==> src/rtl/dtp_pkg.sv <==
package dtp_pkg;
  typedef enum logic [1:0] {
    CH_OFF = 2'd0,
    CH_CAP = 2'd1,
    CH_CMP = 2'd2,
    CH_PWM = 2'd3
  } ch_mode_e;

  typedef struct packed {
    logic       ie;
    logic       pol;
    logic [1:0] act;
    ch_mode_e   mode;
  } ch_cfg_t;

  localparam int unsigned CFG_W     = 6;
  localparam int unsigned ADDR_CTRL = 0;
  localparam int unsigned ADDR_STAT = 1;
  localparam int unsigned ADDR_CNT  = 2;
  localparam int unsigned ADDR_MOD  = 3;
  localparam int unsigned ADDR_CH0  = 4;
endpackage

==> src/rtl/dtp_prescaler.sv <==
module dtp_prescaler #(
  parameter int unsigned PSW = 3
) (
  input  logic           clk_i,
  input  logic           rst_ni,
  input  logic           en_i,
  input  logic           clr_i,
  input  logic           src_tick_i,
  input  logic [PSW-1:0] ps_i,
  output logic           tick_o
);
  localparam int unsigned DW = (1 << PSW) - 1;

  logic [DW-1:0] div_q;
  logic [DW:0]   one_sh;
  logic [DW-1:0] mask;

  assign one_sh = (DW+1)'(1) << ps_i;
  assign mask   = one_sh[DW-1:0] - DW'(1);
  assign tick_o = en_i & src_tick_i & ((div_q & mask) == mask);

  always_ff @(posedge clk_i or negedge rst_ni) begin
    if (!rst_ni)              div_q <= '0;
    else if (clr_i || !en_i)  div_q <= '0;
    else if (src_tick_i)      div_q <= div_q + DW'(1);
  end
endmodule

==> src/rtl/dtp_counter.sv <==
module dtp_counter #(
  parameter int unsigned CW = 16
) (
  input  logic          clk_i,
  input  logic          rst_ni,
  input  logic          tick_i,
  input  logic          clr_i,
  input  logic          center_i,
  input  logic          run_i,
  input  logic          mod_wr_i,
  input  logic [CW-1:0] mod_i,
  output logic [CW-1:0] cnt_o,
  output logic [CW-1:0] mod_o,
  output logic          wrap_o
);
  logic [CW-1:0] cnt_q, cnt_d, mod_q, mod_buf_q;
  logic          down_q, down_d, wrap;

  always_comb begin
    cnt_d  = cnt_q;
    down_d = down_q;
    wrap   = 1'b0;
    if (center_i) begin
      if (mod_q == '0) begin
        cnt_d = '0;
        wrap  = 1'b1;
      end else if (!down_q) begin
        if (cnt_q >= mod_q) begin
          if (cnt_q <= CW'(1)) begin
            cnt_d = '0;
            wrap  = 1'b1;
          end else begin
            cnt_d  = cnt_q - CW'(1);
            down_d = 1'b1;
          end
        end else begin
          cnt_d = cnt_q + CW'(1);
        end
      end else if (cnt_q <= CW'(1)) begin
        cnt_d  = '0;
        down_d = 1'b0;
        wrap   = 1'b1;
      end else begin
        cnt_d = cnt_q - CW'(1);
      end
    end else begin
      down_d = 1'b0;
      if ((mod_q != '0 && cnt_q >= mod_q) || cnt_q == '1) begin
        cnt_d = '0;
        wrap  = 1'b1;
      end else begin
        cnt_d = cnt_q + CW'(1);
      end
    end
  end

  always_ff @(posedge clk_i or negedge rst_ni) begin
    if (!rst_ni) begin
      cnt_q  <= '0;
      down_q <= 1'b0;
    end else if (clr_i) begin
      cnt_q  <= '0;
      down_q <= 1'b0;
    end else if (tick_i) begin
      cnt_q  <= cnt_d;
      down_q <= down_d;
    end
  end

  // limit is double-buffered only while running
  always_ff @(posedge clk_i or negedge rst_ni) begin
    if (!rst_ni) begin
      mod_q     <= '0;
      mod_buf_q <= '0;
    end else begin
      if (mod_wr_i) mod_buf_q <= mod_i;
      if (mod_wr_i && !run_i)   mod_q <= mod_i;
      else if (tick_i && wrap)  mod_q <= mod_buf_q;
    end
  end

  assign cnt_o  = cnt_q;
  assign mod_o  = mod_q;
  assign wrap_o = tick_i & wrap;
endmodule

==> src/rtl/dtp_channel.sv <==
module dtp_channel import dtp_pkg::*; #(
  parameter int unsigned CW = 16
) (
  input  logic          clk_i,
  input  logic          rst_ni,
  input  logic          center_i,
  input  logic          run_i,
  input  logic          tick_i,
  input  logic          reload_i,
  input  logic [CW-1:0] cnt_i,
  input  ch_cfg_t       cfg_i,
  input  logic          val_wr_i,
  input  logic [CW-1:0] val_i,
  input  logic          pin_i,
  input  logic          flag_clr_i,
  output logic          pin_o,
  output logic [CW-1:0] val_o,
  output logic          flag_o
);
  logic [2:0]    sync_q;
  logic [CW-1:0] act_q, buf_q;
  logic          oc_q, flag_q;
  logic          rise, fall, cap_mode, cmp_mode, pwm_mode, cap_hit, match, below;

  assign rise     = sync_q[1] & ~sync_q[2];
  assign fall     = ~sync_q[1] & sync_q[2];
  assign cap_mode = !center_i && cfg_i.mode == CH_CAP;
  assign cmp_mode = !center_i && cfg_i.mode == CH_CMP;
  assign pwm_mode = center_i || cfg_i.mode == CH_PWM;
  assign cap_hit  = cap_mode && ((cfg_i.act[0] && rise) || (cfg_i.act[1] && fall));
  assign match    = tick_i && (cnt_i == act_q);
  assign below    = cnt_i < act_q;

  always_ff @(posedge clk_i or negedge rst_ni) begin
    if (!rst_ni) sync_q <= '0;
    else         sync_q <= {sync_q[1:0], pin_i};
  end

  always_ff @(posedge clk_i or negedge rst_ni) begin
    if (!rst_ni) begin
      act_q <= '0;
      buf_q <= '0;
    end else if (cap_hit) begin
      act_q <= cnt_i;
      buf_q <= cnt_i;
    end else begin
      if (val_wr_i) begin
        buf_q <= val_i;
        if (!(pwm_mode && run_i)) act_q <= val_i;
      end
      if (reload_i && pwm_mode) act_q <= buf_q;
    end
  end

  always_ff @(posedge clk_i or negedge rst_ni) begin
    if (!rst_ni) oc_q <= 1'b0;
    else if (cmp_mode && match) begin
      unique case (cfg_i.act)
        2'd0:    oc_q <= ~oc_q;
        2'd1:    oc_q <= 1'b0;
        2'd2:    oc_q <= 1'b1;
        default: oc_q <= oc_q;
      endcase
    end
  end

  always_ff @(posedge clk_i or negedge rst_ni) begin
    if (!rst_ni)                                     flag_q <= 1'b0;
    else if (cap_hit || (match && (cmp_mode || pwm_mode))) flag_q <= 1'b1;
    else if (flag_clr_i)                             flag_q <= 1'b0;
  end

  always_comb begin
    if (pwm_mode)      pin_o = cfg_i.pol ? below : ~below;
    else if (cmp_mode) pin_o = oc_q;
    else               pin_o = 1'b0;
  end

  assign val_o  = act_q;
  assign flag_o = flag_q;
endmodule

==> src/rtl/dual_timer_pwm.sv <==
module dual_timer_pwm import dtp_pkg::*; #(
  parameter int unsigned CW  = 16,
  parameter int unsigned NCH = 2,
  parameter int unsigned PSW = 3,
  parameter int unsigned AW  = 4
) (
  input  logic           clk_i,
  input  logic           rst_ni,
  input  logic           src_tick_i,
  input  logic           wr_en_i,
  input  logic [AW-1:0]  addr_i,
  input  logic [CW-1:0]  wdata_i,
  output logic [CW-1:0]  rdata_o,
  input  logic [NCH-1:0] ch_pin_i,
  output logic [NCH-1:0] ch_pin_o,
  output logic [NCH-1:0] ch_flag_o,
  output logic           ovf_flag_o,
  output logic           irq_o
);
  localparam int unsigned IE_BIT = 2 + PSW;

  logic           run_q, center_q, ovf_ie_q, ovf_q;
  logic [PSW-1:0] ps_q;
  logic           ctrl_wr, stat_wr, cnt_wr, mod_wr, tick, wrap;
  logic [CW-1:0]  cnt, mod_act;
  logic [NCH-1:0] cfg_wr, val_wr, ch_ie;
  ch_cfg_t        cfg_q [NCH];
  logic [CW-1:0]  ch_val [NCH];

  assign ctrl_wr = wr_en_i && addr_i == AW'(ADDR_CTRL);
  assign stat_wr = wr_en_i && addr_i == AW'(ADDR_STAT);
  assign cnt_wr  = wr_en_i && addr_i == AW'(ADDR_CNT);
  assign mod_wr  = wr_en_i && addr_i == AW'(ADDR_MOD);

  always_ff @(posedge clk_i or negedge rst_ni) begin
    if (!rst_ni) begin
      run_q    <= 1'b0;
      center_q <= 1'b0;
      ps_q     <= '0;
      ovf_ie_q <= 1'b0;
    end else if (ctrl_wr) begin
      run_q    <= wdata_i[0];
      center_q <= run_q ? center_q : wdata_i[1];
      ps_q     <= wdata_i[2 +: PSW];
      ovf_ie_q <= wdata_i[IE_BIT];
    end
  end

  always_ff @(posedge clk_i or negedge rst_ni) begin
    if (!rst_ni)                     ovf_q <= 1'b0;
    else if (wrap)                   ovf_q <= 1'b1;
    else if (stat_wr && wdata_i[0])  ovf_q <= 1'b0;
  end

  dtp_prescaler #(.PSW(PSW)) u_pre (
    .clk_i, .rst_ni,
    .en_i       (run_q),
    .clr_i      (cnt_wr),
    .src_tick_i,
    .ps_i       (ps_q),
    .tick_o     (tick)
  );

  dtp_counter #(.CW(CW)) u_cnt (
    .clk_i, .rst_ni,
    .tick_i   (tick),
    .clr_i    (cnt_wr),
    .center_i (center_q),
    .run_i    (run_q),
    .mod_wr_i (mod_wr),
    .mod_i    (wdata_i),
    .cnt_o    (cnt),
    .mod_o    (mod_act),
    .wrap_o   (wrap)
  );

  for (genvar i = 0; i < NCH; i++) begin : g_ch
    assign cfg_wr[i] = wr_en_i && addr_i == AW'(ADDR_CH0 + 2*i);
    assign val_wr[i] = wr_en_i && addr_i == AW'(ADDR_CH0 + 2*i + 1);
    assign ch_ie[i]  = cfg_q[i].ie;

    always_ff @(posedge clk_i or negedge rst_ni) begin
      if (!rst_ni)        cfg_q[i] <= '0;
      else if (cfg_wr[i]) cfg_q[i] <= ch_cfg_t'(wdata_i[CFG_W-1:0]);
    end

    dtp_channel #(.CW(CW)) u_ch (
      .clk_i, .rst_ni,
      .center_i   (center_q),
      .run_i      (run_q),
      .tick_i     (tick),
      .reload_i   (wrap),
      .cnt_i      (cnt),
      .cfg_i      (cfg_q[i]),
      .val_wr_i   (val_wr[i]),
      .val_i      (wdata_i),
      .pin_i      (ch_pin_i[i]),
      .flag_clr_i (stat_wr && wdata_i[1+i]),
      .pin_o      (ch_pin_o[i]),
      .val_o      (ch_val[i]),
      .flag_o     (ch_flag_o[i])
    );
  end

  always_comb begin
    rdata_o = '0;
    if (addr_i == AW'(ADDR_CTRL))      rdata_o = CW'({ovf_ie_q, ps_q, center_q, run_q});
    else if (addr_i == AW'(ADDR_STAT)) rdata_o = CW'({ch_flag_o, ovf_q});
    else if (addr_i == AW'(ADDR_CNT))  rdata_o = cnt;
    else if (addr_i == AW'(ADDR_MOD))  rdata_o = mod_act;
    for (int i = 0; i < NCH; i++) begin
      if (addr_i == AW'(ADDR_CH0 + 2*i))     rdata_o = CW'(cfg_q[i]);
      if (addr_i == AW'(ADDR_CH0 + 2*i + 1)) rdata_o = ch_val[i];
    end
  end

  assign ovf_flag_o = ovf_q;
  assign irq_o      = (ovf_q & ovf_ie_q) | |(ch_flag_o & ch_ie);
endmodule

==> config.mk <==
export PLATFORM = sky130hd
export DESIGN_NAME = dual_timer_pwm
export DESIGN_NICKNAME = d
export VERILOG_FILES = /design/src/rtl/dtp_pkg.sv /design/src/rtl/dtp_prescaler.sv /design/src/rtl/dtp_counter.sv /design/src/rtl/dtp_channel.sv /design/src/rtl/dual_timer_pwm.sv
export SDC_FILE = /design/constraint.sdc
export NUM_CORES = 1
export LEC_CHECK = 0
export CAP_MARGIN = 0
export CELL_PAD_IN_SITES_DETAIL_PLACEMENT = 0
export CELL_PAD_IN_SITES_GLOBAL_PLACEMENT = 1
export CORE_ASPECT_RATIO = 1.4
export CORE_MARGIN = 2
export CORE_UTILIZATION = 44
export CTS_CLUSTER_DIAMETER = 80
export DETAILED_ROUTE_END_ITERATION = 16
export PLACE_DENSITY = 0.74
export SKIP_CTS_REPAIR_TIMING = 1
export SYNTH_ARGS = -nofsm -noshare
export SYNTH_HDL_FRONTEND = slang
export SYNTH_HIERARCHICAL = 1
export SYNTH_SLANG_ARGS = --single-unit
==> constraint.sdc <==
create_clock -name clk_i -period 6.73 [get_ports clk_i]
set_input_delay 2.019 -clock clk_i [delete_from_list [all_inputs] [get_ports clk_i]]
set_output_delay 2.019 -clock clk_i [all_outputs]
set_load 0.1 [all_outputs]
==> results of run 1 <==
## power by group through the flow
stage / Clock [mW] / Sequential [mW] / Combinational [mW]
after floorplan: 0 / 1.44 / 1.06
after global placement: 0 / 1.55 / 1.37
after detailed placement: 0 / 1.55 / 1.40
after CTS: 0.992 / 1.54 / 1.41
after global routing: 1.03 / 1.59 / 1.55
final: 0.970 / 1.55 / 1.41
## metal layers
layer,share of wire (%),vias up,track usage (%)
met4,2.9,0,9.74
met5,0,-,0
met2,50,139,43.2
met3,2.8,43,3.17
met1,44,3987,32.1
li1,-,3784,-
## how the worst max path moves through the flow
| stage | from | end | slack [ns] | depth (start not counted) |
|---|---|---|---|---|
| finish | addr_i[1] | rdata_o[14] | 0.53 | 6 |
| global route | addr_i[1] | rdata_o[14] | 0.52 | 6 |
| CTS | addr_i[1] | rdata_o[14] | 0.59 | 6 |
| detailed placement | addr_i[1] | rdata_o[14] | 0.59 | 6 |
| global placement | addr_i[1] | rdata_o[14] | 0.62 | 6 |
| floorplan | addr_i[2] | rdata_o[4] | 0.39 | 4 |
## layout make-up
type | instances | area share [%]
timing repair buffer | 70 | 6.99
inverter | 68 | 2.23
clock buffer | 21 | 4.11
clock inverter | 11 | 1.08
sequential | 149 | 32.6
multi-input combinational | 768 | 49.7
tap | 301 | 3.29
## sequential cells by signal, summed over array words and instances, names as in the netlist, 3 cells and up
signal and flops:
u_cnt/mod_buf_q 16, u_cnt/cnt_o 16, ps_q 3, g_ch.u_ch/sync_q 6, cfg_q 12, u_pre/div_q 7
g_ch.u_ch/buf_q 32, u_cnt/mod_o 16, g_ch.u_ch/val_o 32
## kinds of logic after synthesis
family,synth area share (%)
AOI/OAI and AO/OA,13.1
buffers and inverters,5.84
and+or+nand+nor,17.3
DFF,37.4
adders and majority gates,7.27
xor gates and xnor gates,0.527
muxes,18.5
## cell usage in the layout, fill, tap and decap left out, drive strengths merged, types with 6 or more instances in the layout
cell,n
o211ai,7
buf,42
or3,7
nor4,12
inv,69
nand2b,13
mux4,8
and3,7
mux2i,71
ha,57
and3b,7
nand3,15
a21oi,84
nand2,129
dfrtp,149
nor2,87
a31oi,43
a22oi,9
clkdlybuf4s50,28
nor3,13
mux2,76
o21ai,24
clkbuf,21
nand4,11
nor2b,6
and2,8
## worst register-to-register path, cell delays in order (launching register included)
cell,delay [ns]
dfrtp_1,0.64
inv_1,0.22
ha_1,0.33
nor2b_1,0.04
o21ai_1,0.14
a41oi_1,0.18
o211ai_2,0.38
nand3_2,0.16
a21boi_2,0.18
buf_4,0.40
nor2b_1,0.53
buf_4,0.32
nand2_1,0.08
a31oi_1,0.19
mux2_2,0.17
## per-stage QoR
stage,std cells,hold WS [ns]
after floorplan,1039,0.331
after global placement,1356,0.333
after detailed placement,1356,0.336
after CTS,1388,0.349
after global routing,1388,0.355
final,1388,0.346
==> metrics.txt, run 1 <==
vias in the first global route 7998; Num CTS Buffers 17; Synth Register Bits 149; Synth area leader dfrtp_1; Reg2Reg Depth 14; Area growth, synth to finish 14.7%; PnR worst setup slack 0.527 ns; gr usage total 25.0%; Post-synth ARST share 100%; leakage 5.10 nW; Synthesis Warnings 6; Wirelength per Cell 20.9 um; r2r startpoint u_cnt/cnt_o[0]; H-Tree Depth 4; Critical Path RT 4.71 ns; top cell type's share of synthesized area 37.4%; Final Routed Wirelength 29000 um; Worst setup EP type output pin; pin count of the biggest net entering global routing 100; clock sink total 149; fin crit share 92.2%; clk root buf clkbuf_16; most frequent cell after synthesis dfrtp_1; fin nets 1157; Slew Limit Fails 0; part of the Yosys area used for sequential elements 37.4%; global route overflow 0; initial antenna violation count 0; Hold Path Sink g_ch[1].u_ch/sync_q[1]; layout cells sized above 1 17.1%; total number of vias 7953; sequential share of power 39.4%; Worst EP arrival 4.18 ns; clock-pin slew on the worst setup and hold paths 0.06 ns; EDFF count, synth 0; CTS tree built; crit path cell chain clkdlybuf4s50_1 > nor3b_2 > buf_4 > a222oi_1 > inv_1 > buf_12; post-route ant nets 0; worst hold-check path type reg -> reg; maxcap violations 0; CP startpoint kind input pin; die area 23900 sq um; routability cong. 0.862; DRC 0; post-route minimum period 6.20 ns; fin area 11400 sq um; final setup fails 0; multi-input logic area 5680 sq um; Buf+Inv Stages, Crit Path 4; Fin. Hold Viols 0; delay-heaviest family, CP buffers and inverters; die height 182 um; CORE AREA 22400 sq um; actual slew at the worst max-slew pin 0.991 ns; r2r setup slk 2.72 ns; Fin Setup TNS 0 ns; relative slew slack 34.0%; syn_nets 1122; combinational power share 35.9%; Cell Rows 65; Max IR drop VDD 0.000199 V; Detail Placement HPWL 20200 um; Overall Power 3.92 mW; Area after DPL 10800 sq um; top_reg_cell synth dfrtp_1; fmax 0.161 GHz; Hold Startpoint g_ch[1].u_ch/sync_q[0]; Mapped Cells 1039; switch share 39.1%; Crit Path Category in -> out; boundary pin count 48; Int Pwr 2.39 mW; DP Worst Slack 0.592 ns; PD cells 343 nW/um^2; fill cell count 2139; Crit-path slowest cell clkdlybuf4s50_1; drt first pass iters 5; reg2reg end g_ch[1].u_ch/val_o[13]; post-synth cell types 82; first-pass GRT wire length 45900 um; die width 131 um; critical path peak fanout 17; Layout Utilization 51.1%; crit-path max cell delay 0.78 ns; CTS max path bufs 2; status complete, no violations; FF/Latch Area 3730 sq um; Synth Cell Area 9970 sq um; Worst-Skew Late Latency 0.44 ns; Worst Skew 0.00815 ns; RSZ-0062 raised after global routing no; clock group share of total power 24.7%; first-iteration detailed-routing DRC count 531; initial core utilization 44.6%; number of buffers added on ports 47; synth top area cells dfrtp_1 (37%), ha_1 (7.2%), mux2i_1 (7.1%), mux2_2 (5.6%), nand2_1 (4.9%); vias per cell 5.73; most instantiated cells after synthesis dfrtp_1 (149), nand2_1 (129), nor2_1 (87); Hold Crit Depth 0; diode count 0; mean post-synth cell area 9.59 sq um; NetSw 1.53 mW
(Power assumes the default switching activity.)
==> run 2, diff against run 1 <==
CTS_CLUSTER_DIAMETER = default   (was 80)
==> results of run 2 <==
Final layout, timing and power as in run 1 (identical DEF).
==> run 3, diff against run 2 <==
REMOVE_ABC_BUFFERS = 1   (was default)
SLEW_MARGIN = 40   (was default)
==> metrics.txt, run 3 (synthesized netlist as in run 1, its figures left out) <==
status complete, no violations; drt first pass iters 5; relative slew slack 50.3%; fmax 0.163 GHz; initial antenna violation count 1; Max IR drop VDD 0.000202 V; maxcap violations 0; H-Tree Depth 4; fin nets 1152; first-iteration detailed-routing DRC count 600; fin area 11400 sq um; worst hold-check path type reg -> reg; Area after DPL 10800 sq um; vias per cell 5.78; Final Routed Wirelength 29100 um; boundary pin count 48; Worst-Skew Late Latency 0.44 ns; most common cell after layout, fill and taps aside dfrtp_1; PD cells 345 nW/um^2; die area 23900 sq um; fin crit share 90.9%; Fin Setup TNS 0 ns; routability cong. 0.838; clk root buf clkbuf_16; DRC 0; CP startpoint kind input pin; Fin. Hold Viols 0; pin count of the biggest net entering global routing 63; Worst EP arrival 4.10 ns; CTS tree built; actual slew at the worst max-slew pin 0.746 ns; Crit Path Category in -> out; die height 182 um; Num CTS Buffers 17; die width 131 um; initial core utilization 44.6%; Cell Rows 65; clock sink total 149; gr usage total 24.9%; post-route minimum period 6.12 ns; total number of vias 8000; Critical Path RT 4.71 ns; post-route ant nets 0; critical path peak fanout 12; CORE AREA 22400 sq um; Slew Limit Fails 0; Layout Utilization 51.1%; first-pass GRT wire length 45800 um; Wirelength per Cell 21.0 um; Detail Placement HPWL 19900 um; number of buffers added on ports 47; commonest non-fill, non-tap cells in the layout dfrtp_1 (149), nand2_1 (129), nor2_1 (87); Worst setup EP type output pin; clock-pin slew on the worst setup and hold paths 0.06 ns; global route overflow 0; Worst Skew 0.0101 ns; final setup fails 0; vias in the first global route 7939; layout cells sized above 1 17.5%; RSZ-0062 raised after global routing no; CTS max path bufs 2; leakage 5.10 nW; Area growth, synth to finish 14.7%
-- run 3: cell types whose count changed in the layout (fill, tap and decap cells not counted), sizes merged --
cell           delta
clkdlybuf4s50     -4
clkinvlp          -3
inv               +3
clkbuf            -2
buf               -1
bufinv            +1
clkinv            +1
diode             +1
-- run 3: report_power, final --
part,total (mW),switching (mW),internal [mW]
combinational,1.40,0.785,0.616
sequential,1.53,0.340,1.19
clock,1.02,0.412,0.609
total,3.95,1.54,2.41
-- run 3: path summary, 6_finish.rpt --
kind                       cells after the start  slack [ns]                   start                endpoint
hold / removal                                 0        0.35  g_ch[1].u_ch/sync_q[0]  g_ch[1].u_ch/sync_q[1]
setup reg to reg                              11        2.65          u_cnt/cnt_o[0]  g_ch[1].u_ch/val_o[12]
min in group asynchronous                      1        1.59                  rst_ni          u_pre/div_q[0]
hold reg to reg                                0        0.35  g_ch[1].u_ch/sync_q[0]  g_ch[1].u_ch/sync_q[1]
setup / recovery                               5        0.61               addr_i[2]             rdata_o[14]
max in group asynchronous                      2        4.03                  rst_ni                   run_q
-- run 3: critical path, stage by stage --
cell and delay, ns:
clkdlybuf4s50_1 0.85, and4b_1 0.73, a222oi_1 0.16, inv_1 0.15, buf_12 0.18
-- run 3: per-layer routing --
layer | up-vias | track usage (%) | wire (um)
li1 | 3775 | - | -
met1 | 3949 | 31.9 | 12600
met2 | 225 | 42.4 | 14500
met3 | 51 | 3.44 | 1080
met4 | 0 | 10.7 | 879
met5 | - | 0 | 0
-- run 3: final cells by class --
cell class	instances	area, sq um
Antenna cell	1	2.50
Timing Repair Buffer	65	754
Clock inverter	13	170
Sequential cell	149	3730
Fill cell	2072	10900
Clock buffer	19	453
Multi-Input combinational cell	768	5700
Inverter	68	255
Tap cell	301	377
-- run 3: per-stage QoR --
step                      cells  setup slack, ns  hold slack, ns  power (mW)
after detailed placement   1351            0.670           0.337        2.93
final                      1384            0.612           0.353        3.95
after global routing       1383            0.522           0.376        4.19
after CTS                  1383            0.646           0.357        3.96
after floorplan             985            0.640           0.331        2.47
after global placement     1351            0.688           0.346        2.91
